File: src/rtl/alias_rf_pkg.sv
// Package: shared view-size codes for the aliased register file.
// Assumes: the size code field is two bits wide; the encoding is fixed by the interface.
package alias_rf_pkg;

    typedef enum logic [1:0] {
        VW_BYTE_LO = 2'b00,
        VW_BYTE_HI = 2'b01,
        VW_WORD    = 2'b10,
        VW_DWORD   = 2'b11
    } view_size_e;

endpackage

File: src/rtl/alias_rf_wdec.sv
// Module: write decoder. It turns a write request into per-register enables,
// a lane mask and the data placed in its lane.
// Assumes: narrow write data arrives in the low bits of wr_data.
//          The high-byte view exists only for indices below NUM_HI.
module alias_rf_wdec
    import alias_rf_pkg::*;
#(
    parameter int NUM_REGS = 8,
    parameter int XLEN     = 32,
    parameter int BYTE_W   = 8,
    parameter int WORD_W   = 16,
    parameter int NUM_HI   = 4,
    localparam int SEL_W   = $clog2(NUM_REGS)
) (
    input  logic                wr_en,
    input  logic [SEL_W-1:0]    wr_sel,
    input  logic [1:0]          wr_size,
    input  logic [XLEN-1:0]     wr_data,
    output logic [NUM_REGS-1:0] reg_we,
    output logic [XLEN-1:0]     lane_mask,
    output logic [XLEN-1:0]     lane_data,
    output logic                illegal
);

    localparam logic [SEL_W-1:0] HI_LIMIT = SEL_W'(NUM_HI);

    logic hi_missing;

    // Purpose: find a high-byte request aimed at a register without that view.
    always_comb begin
        hi_missing = (view_size_e'(wr_size) == VW_BYTE_HI) && (wr_sel >= HI_LIMIT);
        illegal    = wr_en && hi_missing;
    end

    // Purpose: build the lane mask and place the write data in its lane.
    always_comb begin
        unique case (view_size_e'(wr_size))
            VW_BYTE_LO: begin
                lane_mask = {{(XLEN-BYTE_W){1'b0}}, {BYTE_W{1'b1}}};
                lane_data = {{(XLEN-BYTE_W){1'b0}}, wr_data[BYTE_W-1:0]};
            end
            VW_BYTE_HI: begin
                lane_mask = {{(XLEN-BYTE_W){1'b0}}, {BYTE_W{1'b1}}} << BYTE_W;
                lane_data = {{(XLEN-BYTE_W){1'b0}}, wr_data[BYTE_W-1:0]} << BYTE_W;
            end
            VW_WORD: begin
                lane_mask = {{(XLEN-WORD_W){1'b0}}, {WORD_W{1'b1}}};
                lane_data = {{(XLEN-WORD_W){1'b0}}, wr_data[WORD_W-1:0]};
            end
            default: begin
                lane_mask = {XLEN{1'b1}};
                lane_data = wr_data;
            end
        endcase
    end

    // Purpose: one-hot enable for the addressed register, held off when illegal.
    always_comb begin
        for (int i = 0; i < NUM_REGS; i++) begin
            reg_we[i] = wr_en && !hi_missing && (wr_sel == SEL_W'(i));
        end
    end

endmodule

File: src/rtl/alias_rf_cell.sv
// Module: one register of the file. It merges masked write data into its contents.
// Assumes: the mask and data lanes agree, so data bits outside the mask are zero.
//          The reset is synchronous and active-low.
module alias_rf_cell #(
    parameter int XLEN = 32
) (
    input  logic            clk,
    input  logic            rst_n,
    input  logic            we,
    input  logic [XLEN-1:0] lane_mask,
    input  logic [XLEN-1:0] lane_data,
    output logic [XLEN-1:0] q
);

    // Purpose: clear on reset, or replace only the masked lane on a write.
    always_ff @(posedge clk) begin
        if (!rst_n) begin
            q <= '0;
        end else if (we) begin
            q <= (q & ~lane_mask) | (lane_data & lane_mask);
        end
    end

endmodule

File: src/rtl/alias_rf_rview.sv
// Module: read view. It selects a register and extracts the requested lane, zero-extended.
// Assumes: a high-byte read of an index without that view returns zero.
//          The path is purely combinational, with no bypass.
module alias_rf_rview
    import alias_rf_pkg::*;
#(
    parameter int NUM_REGS = 8,
    parameter int XLEN     = 32,
    parameter int BYTE_W   = 8,
    parameter int WORD_W   = 16,
    parameter int NUM_HI   = 4,
    localparam int SEL_W   = $clog2(NUM_REGS)
) (
    input  logic [NUM_REGS-1:0][XLEN-1:0] regs,
    input  logic [SEL_W-1:0]              sel,
    input  logic [1:0]                    size,
    output logic [XLEN-1:0]               data
);

    localparam logic [SEL_W-1:0] HI_LIMIT = SEL_W'(NUM_HI);

    logic [XLEN-1:0] picked;

    // Purpose: pick the addressed register.
    always_comb begin
        picked = regs[sel];
    end

    // Purpose: extract the addressed lane and zero the bits above it.
    always_comb begin
        unique case (view_size_e'(size))
            VW_BYTE_LO: data = {{(XLEN-BYTE_W){1'b0}}, picked[BYTE_W-1:0]};
            VW_BYTE_HI: data = (sel < HI_LIMIT) ?
                               {{(XLEN-BYTE_W){1'b0}}, picked[2*BYTE_W-1:BYTE_W]} : '0;
            VW_WORD:    data = {{(XLEN-WORD_W){1'b0}}, picked[WORD_W-1:0]};
            default:    data = picked;
        endcase
    end

endmodule

File: src/rtl/alias_regfile.sv
// Module: top of the aliased partial-width register file. It has one merging
// write port and two zero-extending read ports.
// Assumes: the write is registered and the reads are combinational with no bypass.
//          The reset is synchronous and active-low.
module alias_regfile
    import alias_rf_pkg::*;
#(
    parameter int NUM_REGS = 8,
    parameter int XLEN     = 32,
    parameter int BYTE_W   = 8,
    parameter int WORD_W   = 16,
    parameter int NUM_HI   = 4,
    parameter int NUM_RD   = 2,
    localparam int SEL_W   = $clog2(NUM_REGS)
) (
    input  logic             clk,
    input  logic             rst_n,
    input  logic             wr_en,
    input  logic [SEL_W-1:0] wr_sel,
    input  logic [1:0]       wr_size,
    input  logic [XLEN-1:0]  wr_data,
    output logic             wr_bad,
    input  logic [SEL_W-1:0] ra_sel,
    input  logic [1:0]       ra_size,
    output logic [XLEN-1:0]  ra_data,
    input  logic [SEL_W-1:0] rb_sel,
    input  logic [1:0]       rb_size,
    output logic [XLEN-1:0]  rb_data
);

    logic [NUM_REGS-1:0][XLEN-1:0] regs_q;
    logic [NUM_REGS-1:0]           reg_we;
    logic [XLEN-1:0]               lane_mask;
    logic [XLEN-1:0]               lane_data;
    logic [NUM_RD-1:0][SEL_W-1:0]  rd_sel;
    logic [NUM_RD-1:0][1:0]        rd_size;
    logic [NUM_RD-1:0][XLEN-1:0]   rd_data;

    alias_rf_wdec #(
        .NUM_REGS(NUM_REGS), .XLEN(XLEN), .BYTE_W(BYTE_W),
        .WORD_W(WORD_W), .NUM_HI(NUM_HI)
    ) u_wdec (
        .wr_en     (wr_en),
        .wr_sel    (wr_sel),
        .wr_size   (wr_size),
        .wr_data   (wr_data),
        .reg_we    (reg_we),
        .lane_mask (lane_mask),
        .lane_data (lane_data),
        .illegal   (wr_bad)
    );

    for (genvar g = 0; g < NUM_REGS; g++) begin : g_cell
        alias_rf_cell #(.XLEN(XLEN)) u_cell (
            .clk       (clk),
            .rst_n     (rst_n),
            .we        (reg_we[g]),
            .lane_mask (lane_mask),
            .lane_data (lane_data),
            .q         (regs_q[g])
        );
    end

    // Purpose: gather the read port inputs into arrays for the port loop.
    always_comb begin
        rd_sel[0]  = ra_sel;
        rd_size[0] = ra_size;
        rd_sel[1]  = rb_sel;
        rd_size[1] = rb_size;
    end

    for (genvar p = 0; p < NUM_RD; p++) begin : g_rd
        alias_rf_rview #(
            .NUM_REGS(NUM_REGS), .XLEN(XLEN), .BYTE_W(BYTE_W),
            .WORD_W(WORD_W), .NUM_HI(NUM_HI)
        ) u_rview (
            .regs (regs_q),
            .sel  (rd_sel[p]),
            .size (rd_size[p]),
            .data (rd_data[p])
        );
    end

    // Purpose: drive the read data outputs.
    always_comb begin
        ra_data = rd_data[0];
        rb_data = rd_data[1];
    end

endmodule

File: config.mk
export PLATFORM = sky130hd
export DESIGN_NAME = alias_regfile
export DESIGN_NICKNAME = d
export VERILOG_FILES = /design/src/rtl/alias_rf_pkg.sv /design/src/rtl/alias_rf_wdec.sv /design/src/rtl/alias_rf_cell.sv /design/src/rtl/alias_rf_rview.sv /design/src/rtl/alias_regfile.sv
export SDC_FILE = /design/constraint.sdc
export NUM_CORES = 1
export LEC_CHECK = 0
export ABC_AREA = 1
export BUFFER_PORTS_ARGS = -buffer_cell sky130_fd_sc_hd__clkbuf_2
export CORE_MARGIN = 8
export CORE_UTILIZATION = 50
export DETAILED_ROUTE_END_ITERATION = 12
export HOLD_SLACK_MARGIN = 0.05
export PLACE_DENSITY_LB_ADDON = 0.2
export SYNTH_ARGS = -nofsm -noshare
export SYNTH_HDL_FRONTEND = slang
export SYNTH_HIERARCHICAL = 1
export SYNTH_SLANG_ARGS = --single-unit
File: constraint.sdc
create_clock -name clk -period 2.15 [get_ports clk]
set_clock_uncertainty 0.2 [all_clocks]
set_input_delay 0.43 -clock clk [delete_from_list [all_inputs] [get_ports clk]]
set_output_delay 0.43 -clock clk [all_outputs]
set_load 0.03 [all_outputs]
Word level (Yosys, flattened, before mapping)
Cells that the tools add are included.

storage, ports and cells
  register bits after elaboration = 256
  bits of input ports = 50

cells by class
  order comparisons = 5
  equal/unequal tests = 13
  multiplexer cells = 10
  bitwise operators = 18
  reduce and logical (&&, ||, !) cells = 16

operators by type and width
  kind                  number
  $pmux W32 S3          4
  $and A32 B32 Y32      9
  $or A32 B32 Y32       8
  $bmux W32 S3          2
  $mux W32              2
  $not A32 Y32          1
  $mux W8               2
  $eq A3 B3 Y1 const B  4
  $logic_and A1 B1 Y1   11
  $lt A3 B4 Y1 const B  2
  $eq A2 B1 Y1 const B  3
  $eq A2 B2 Y1 const B  3
  $eq A3 B2 Y1 const B  2
  $logic_not A2 Y1      3
  $lt A3 B3 Y1 const B  2
  $eq A3 B1 Y1 const B  1
  $ge A3 B3 Y1 const B  1
  $logic_not A3 Y1      1
  $logic_not A1 Y1      1

Logic depth before layout (Yosys ltp)
  depth in word-level cells = 5
  depth in mapped cells = 11

By module
Netlist, hierarchy kept.

by module, submodules not included
  module                                times used  cells an instance  area an instance (um2)  sequential area each (um2)
  alias_rf_cell (g_cell[0].u_cell ...)  5           230                1410.1                  640.6
  alias_rf_rview                        2           655                2808.9                  0.0
  alias_rf_cell (g_cell[5].u_cell ...)  3           230                1436.4                  640.6
  alias_rf_wdec                         1           121                643.1                   0.0

Worst setup path after synthesis
No wires, ideal clock.

  path kind = input -> output
  start point = input port ra_sel[0]
  end point = output port ra_data[11]
  arrival time = 1.568 ns
  required time = 1.520 ns
  path slack = -0.048 ns
  cell stages on the path = 8
  path through = buf_6 buf_6 buf_4 nand2_1 nand3_1 nand2_1 nand2_1 a21oi_1

between the ends
  cells in the longest elaborated chain, start to end = 3

RTL lines
  item                            line                  source
  start, declared                 alias_regfile.sv:23   input logic [SEL_W-1:0] ra_sel,
  $bmux W32 S3                    alias_rf_rview.sv:26  picked = regs[sel];
  $mux W32 (not written as such)  alias_rf_rview.sv:26
  $pmux W32 S3                    alias_rf_rview.sv:31  unique case (view_size_e'(size))
  end, declared                   alias_regfile.sv:25   output logic [XLEN-1:0] ra_data,

No other way between the ends. The select of a mux whose other input is x is not followed.

==> flow_results.org <==
** Run status
- Run status :: finished, violations left
- The checks that failed: negative setup slack.

** Timing
- The final hold violation count was 0.
- Setup violations remaining at the end of the flow were counted as 62.
- The worst pin sits at a relative slew slack of 32.7%.
- Timing would allow up to 0.436 GHz.
- Across all setup checks in the final design, the least slack found is -145 ps.
- Unrepaired setup endpoints after global routing :: true
- Final Cycle Share :: 107%
- At the pin with the least slew margin, the transition time is 998 ps.
- Slew Viols, Final :: 0
- After layout, the minimum clock period comes to 2300 ps.

** Worst setup path
- Together, buffers and inverters on the worst path number 1.
- Reg-to-reg setup timing slack :: 1160 ps
- Cells along the critical path :: nor2_2, nor2_1, nand2_1, nand2_2, nand2_2, a21oi_2, clkbuf_8
- The worst setup path is launched from a register.
- The critical path crosses 7 cells after its start point.
- Critical Setup Path Class :: register to primary output
- Slowest cell delay on critical path :: 360 ps
- The worst setup path is captured at a primary output.
- Most prevalent standard cell on the critical path :: sky130_fd_sc_hd__nand2_2
- Required time reported for the critical path endpoint :: 1520 ps
- Data arrives at the worst endpoint at 1670 ps.
- Of all nets on the critical path, the largest fanout is 3.
- CP max-delay cell :: sky130_fd_sc_hd__dfxtp_2
- The number of cells on the worst reg-to-reg path is 5.
- Top delay family on crit path :: flip-flops

** Die
- The die is 204 um wide.
- Initial Utilization :: 50.9%
- The die covers 41500 um^2.
- During I/O placement, the number of pins put on the boundary was 115.
- Number of placement rows :: 68
- After floorplanning, the core was sized to cover 34600 um^2.
- Floorplan die height :: 204 um

** Synthesis
- Post-synth top area cell :: sky130_fd_sc_hd__dfxtp_1
- The synthesized design contains 256 register bits.
- Average size of a mapped cell :: 5.39 um^2
- Synth Cell Area :: 17600 um^2
- Ranked by total cell area, the synthesized netlist is headed by sky130_fd_sc_hd__dfxtp_1 29%, sky130_fd_sc_hd__nand2_1 28%, sky130_fd_sc_hd__nor2_1 17%.
- Synthesized net count :: 3321
- The synthesized netlist contains 24 unique library cells.
- Fraction of synthesized cell area taken by the top area cell type :: 29.1%
- Instance count of the mapped netlist :: 3271
- Synthesis warning total :: 6
- The share of the Yosys chip area taken by registers is 29.1%.

** GRT
- Number of antenna violations at the first check in global routing :: 0
- Global routing used 28.8% of the available tracks across all layers.
- Total overflow reported by the global router :: 0
- Largest net degree at the start of global routing :: 100
- The via count of the first global-routing pass is 19200.
- The first global-routing pass estimated 98.2 mm of wire.

** Final layout
- The final layout contains 3433 nets.
- Synthesis-to-layout area growth :: 23.5%
- The number of antenna diodes in the final layout is 0.
- Final core utilization :: 62.8%
- Fraction of layout cells with a size suffix above 1 :: 18.5%
- Total of fill cells in the finished design :: 3168
- After routing the design area is 21800 um^2.

** Routing
- Antenna Violating Nets Remaining :: 0
- In the final routed layout, each cell accounts on average for 16.3 um.
- Total Wirelength :: 62.8 mm
- The first routing iteration left 1937 violations.
- Summing over every cut layer, the via total after detailed routing is 20400.
- Vias per cell :: 5.29
- Number of DRC violations after detailed routing :: 0
- The first detailed-routing pass took 6 iterations.

** Placement
- Input/output buffers :: 114
- Once detailed placement completed, the half-perimeter wirelength came to 38.2 mm.
- Final weighted congestion in routability-driven placement :: 0.895
- The placed instances occupy a cell area of 19100 um^2.

** Pwr
- The worst-case IR drop observed on VDD is 0.662 mV.
- In this run the power spent charging and discharging nets is 3.80 mW.
- Cell internal power was estimated by the tool at 8.90 mW.
- Power, Total :: 12.7 mW
- Power density over cell area :: 584 nW/um^2
- Summed over all cells, the static leakage comes to 11.2 nW.
- Net switching is 29.9% of the power.
- Combinational fraction of design power :: 20.1%
- The share of total power dissipated in the clock network is 41.0%.
- Seq pwr share :: 38.9%

** CTS
- TritonCTS clock tree :: done
- Deepest clock path buffer count :: 3
- In this run, CTS created clock tree buffers numbering 29.
- Clock slew at reported path FFs :: 70 ps
- The clock reaches the later pin of the worst-skew pair after 570 ps.
- Counting every sink on the clock net gives 256.
- Clock tree root buffer cell :: sky130_fd_sc_hd__clkbuf_16
- Number of levels in the clock H-tree :: 1

** Flow run
- MaxCap Viol Count :: 0

** Worst hold path
- Hold path startpoint :: wr_data[28]
- The min-delay analysis places its worst path in the category input port to register.
- Worst Hold Path Cells :: 5
worst max path at each step:
stage	start	endpoint	slack, ps
floorplan	ra_sel[1]	ra_data[22]	10
global placement	ra_sel[0]	ra_data[16]	-260
detailed placement	ra_sel[0]	ra_data[28]	-260
CTS	register	rb_data[14]	-140
global route	register	rb_data[9]	-200
finish	register	rb_data[14]	-150
worst register-to-register path: stages, from the launching register on:
cell                      delay, ps
sky130_fd_sc_hd__dfxtp_2        340
sky130_fd_sc_hd__buf_4          130
sky130_fd_sc_hd__inv_1           60
sky130_fd_sc_hd__nand2_1         70
sky130_fd_sc_hd__nand2_1         60
sky130_fd_sc_hd__nor2_1          40
cell usage after synthesis:
library cell / n
sky130_fd_sc_hd__a21oi_1: 48
sky130_fd_sc_hd__buf_1: 8
sky130_fd_sc_hd__buf_2: 53
sky130_fd_sc_hd__buf_4: 39
sky130_fd_sc_hd__buf_6: 49
sky130_fd_sc_hd__buf_8: 1
sky130_fd_sc_hd__clkbuf_1: 22
sky130_fd_sc_hd__clkbuf_8: 9
sky130_fd_sc_hd__clkinv_1: 2
sky130_fd_sc_hd__dfxtp_1: 256
sky130_fd_sc_hd__inv_1: 376
sky130_fd_sc_hd__inv_2: 3
sky130_fd_sc_hd__inv_4: 2
sky130_fd_sc_hd__nand2_1: 1302
sky130_fd_sc_hd__nand2_2: 1
sky130_fd_sc_hd__nand2_4: 1
sky130_fd_sc_hd__nand3_1: 153
sky130_fd_sc_hd__nor2_1: 776
sky130_fd_sc_hd__nor2_2: 8
sky130_fd_sc_hd__nor2_4: 1
sky130_fd_sc_hd__nor3_1: 4
sky130_fd_sc_hd__o21ai_0: 100
sky130_fd_sc_hd__o21ai_1: 56
sky130_fd_sc_hd__or2_2: 1
cells in the final DEF (no fill, tap or decap), types with 6 or more instances in the layout:
master,n
sky130_fd_sc_hd__nand2_1,1244
sky130_fd_sc_hd__nor2_1,731
sky130_fd_sc_hd__inv_1,363
sky130_fd_sc_hd__dfxtp_2,138
sky130_fd_sc_hd__nand3_1,122
sky130_fd_sc_hd__dfxtp_1,118
sky130_fd_sc_hd__o21ai_1,104
sky130_fd_sc_hd__buf_4,74
sky130_fd_sc_hd__buf_12,59
sky130_fd_sc_hd__nand2_2,57
sky130_fd_sc_hd__clkbuf_8,51
sky130_fd_sc_hd__o21ai_0,48
sky130_fd_sc_hd__clkbuf_2,46
sky130_fd_sc_hd__nor2_2,45
sky130_fd_sc_hd__clkbuf_16,29
sky130_fd_sc_hd__nand3_2,29
sky130_fd_sc_hd__a21oi_1,27
sky130_fd_sc_hd__buf_8,22
sky130_fd_sc_hd__a21oi_2,19
sky130_fd_sc_hd__inv_2,14
sky130_fd_sc_hd__nor2_4,9
sky130_fd_sc_hd__clkbuf_1,8
sky130_fd_sc_hd__dlygate4sd3_1,8
sky130_fd_sc_hd__buf_6,6
final cells by class:
cell class	instances	area (um^2)	share of cell area (%)
tap	455	569	2.62
inverter	383	1460	6.71
clock inverter	6	109	0.500
clock buffer	45	866	3.98
sequential	256	5300	24.4
timing repair buffer	262	3160	14.5
multi-input combinational	2451	10300	47.3
power by group through the flow:
stage,clock network (mW),logic (mW),registers [mW]
3_5_place_dp,0,2.17,5.03
6_report,5.20,2.55,4.94
5_1_grt,5.46,2.74,4.95
2_1_floorplan,0,1.42,5.01
3_3_place_gp,0,2.13,5.03
4_1_cts,5.27,2.41,4.94
through the flow:
| stage | instances | TNS [ps] | setup slack (ps) | hold slack (ps) |
|---|---|---|---|---|
| floorplan | 3271 | 0 | 9.94 | 295 |
| global placement | 3780 | -9500 | -258 | 304 |
| detailed placement | 3780 | -10260 | -262 | 309 |
| CTS | 3849 | -3680 | -142 | 55.0 |
| global route | 3858 | -7830 | -197 | 84.2 |
| finish | 3858 | -3100 | -145 | 63.2 |
cells by family (layout without fill, tap and decap cells):
group / count (synthesis) / in the layout / share of synthesized area [%]
AOI/OAI and AO/OA: 204 / 204 / 5.79
buffers and inverters: 564 / 696 / 15.9
DFF: 256 / 256 / 29.1
and+or+nand+nor: 2247 / 2247 / 49.2
timing repair:
item                                    CTS  global route
endpoints found under the setup margin   64            64
pin swaps                                78            87
buffers inserted                          6             9
hold endpoints to repair                 30             0
resized for setup                       380           137
gates cloned                              4             0
hold buffers                              8             0
layer usage:
metal / up-vias / GRT usage (%) / share of wire, %
li1: 9952 / - / -
met1: 9234 / 35.4 / 40
met2: 1041 / 49.7 / 46
met3: 193 / 4.14 / 9.4
met4: 0 / 12.4 / 4.1
met5: - / 0 / 0
Note: power is estimated with default switching activity, not from simulation.
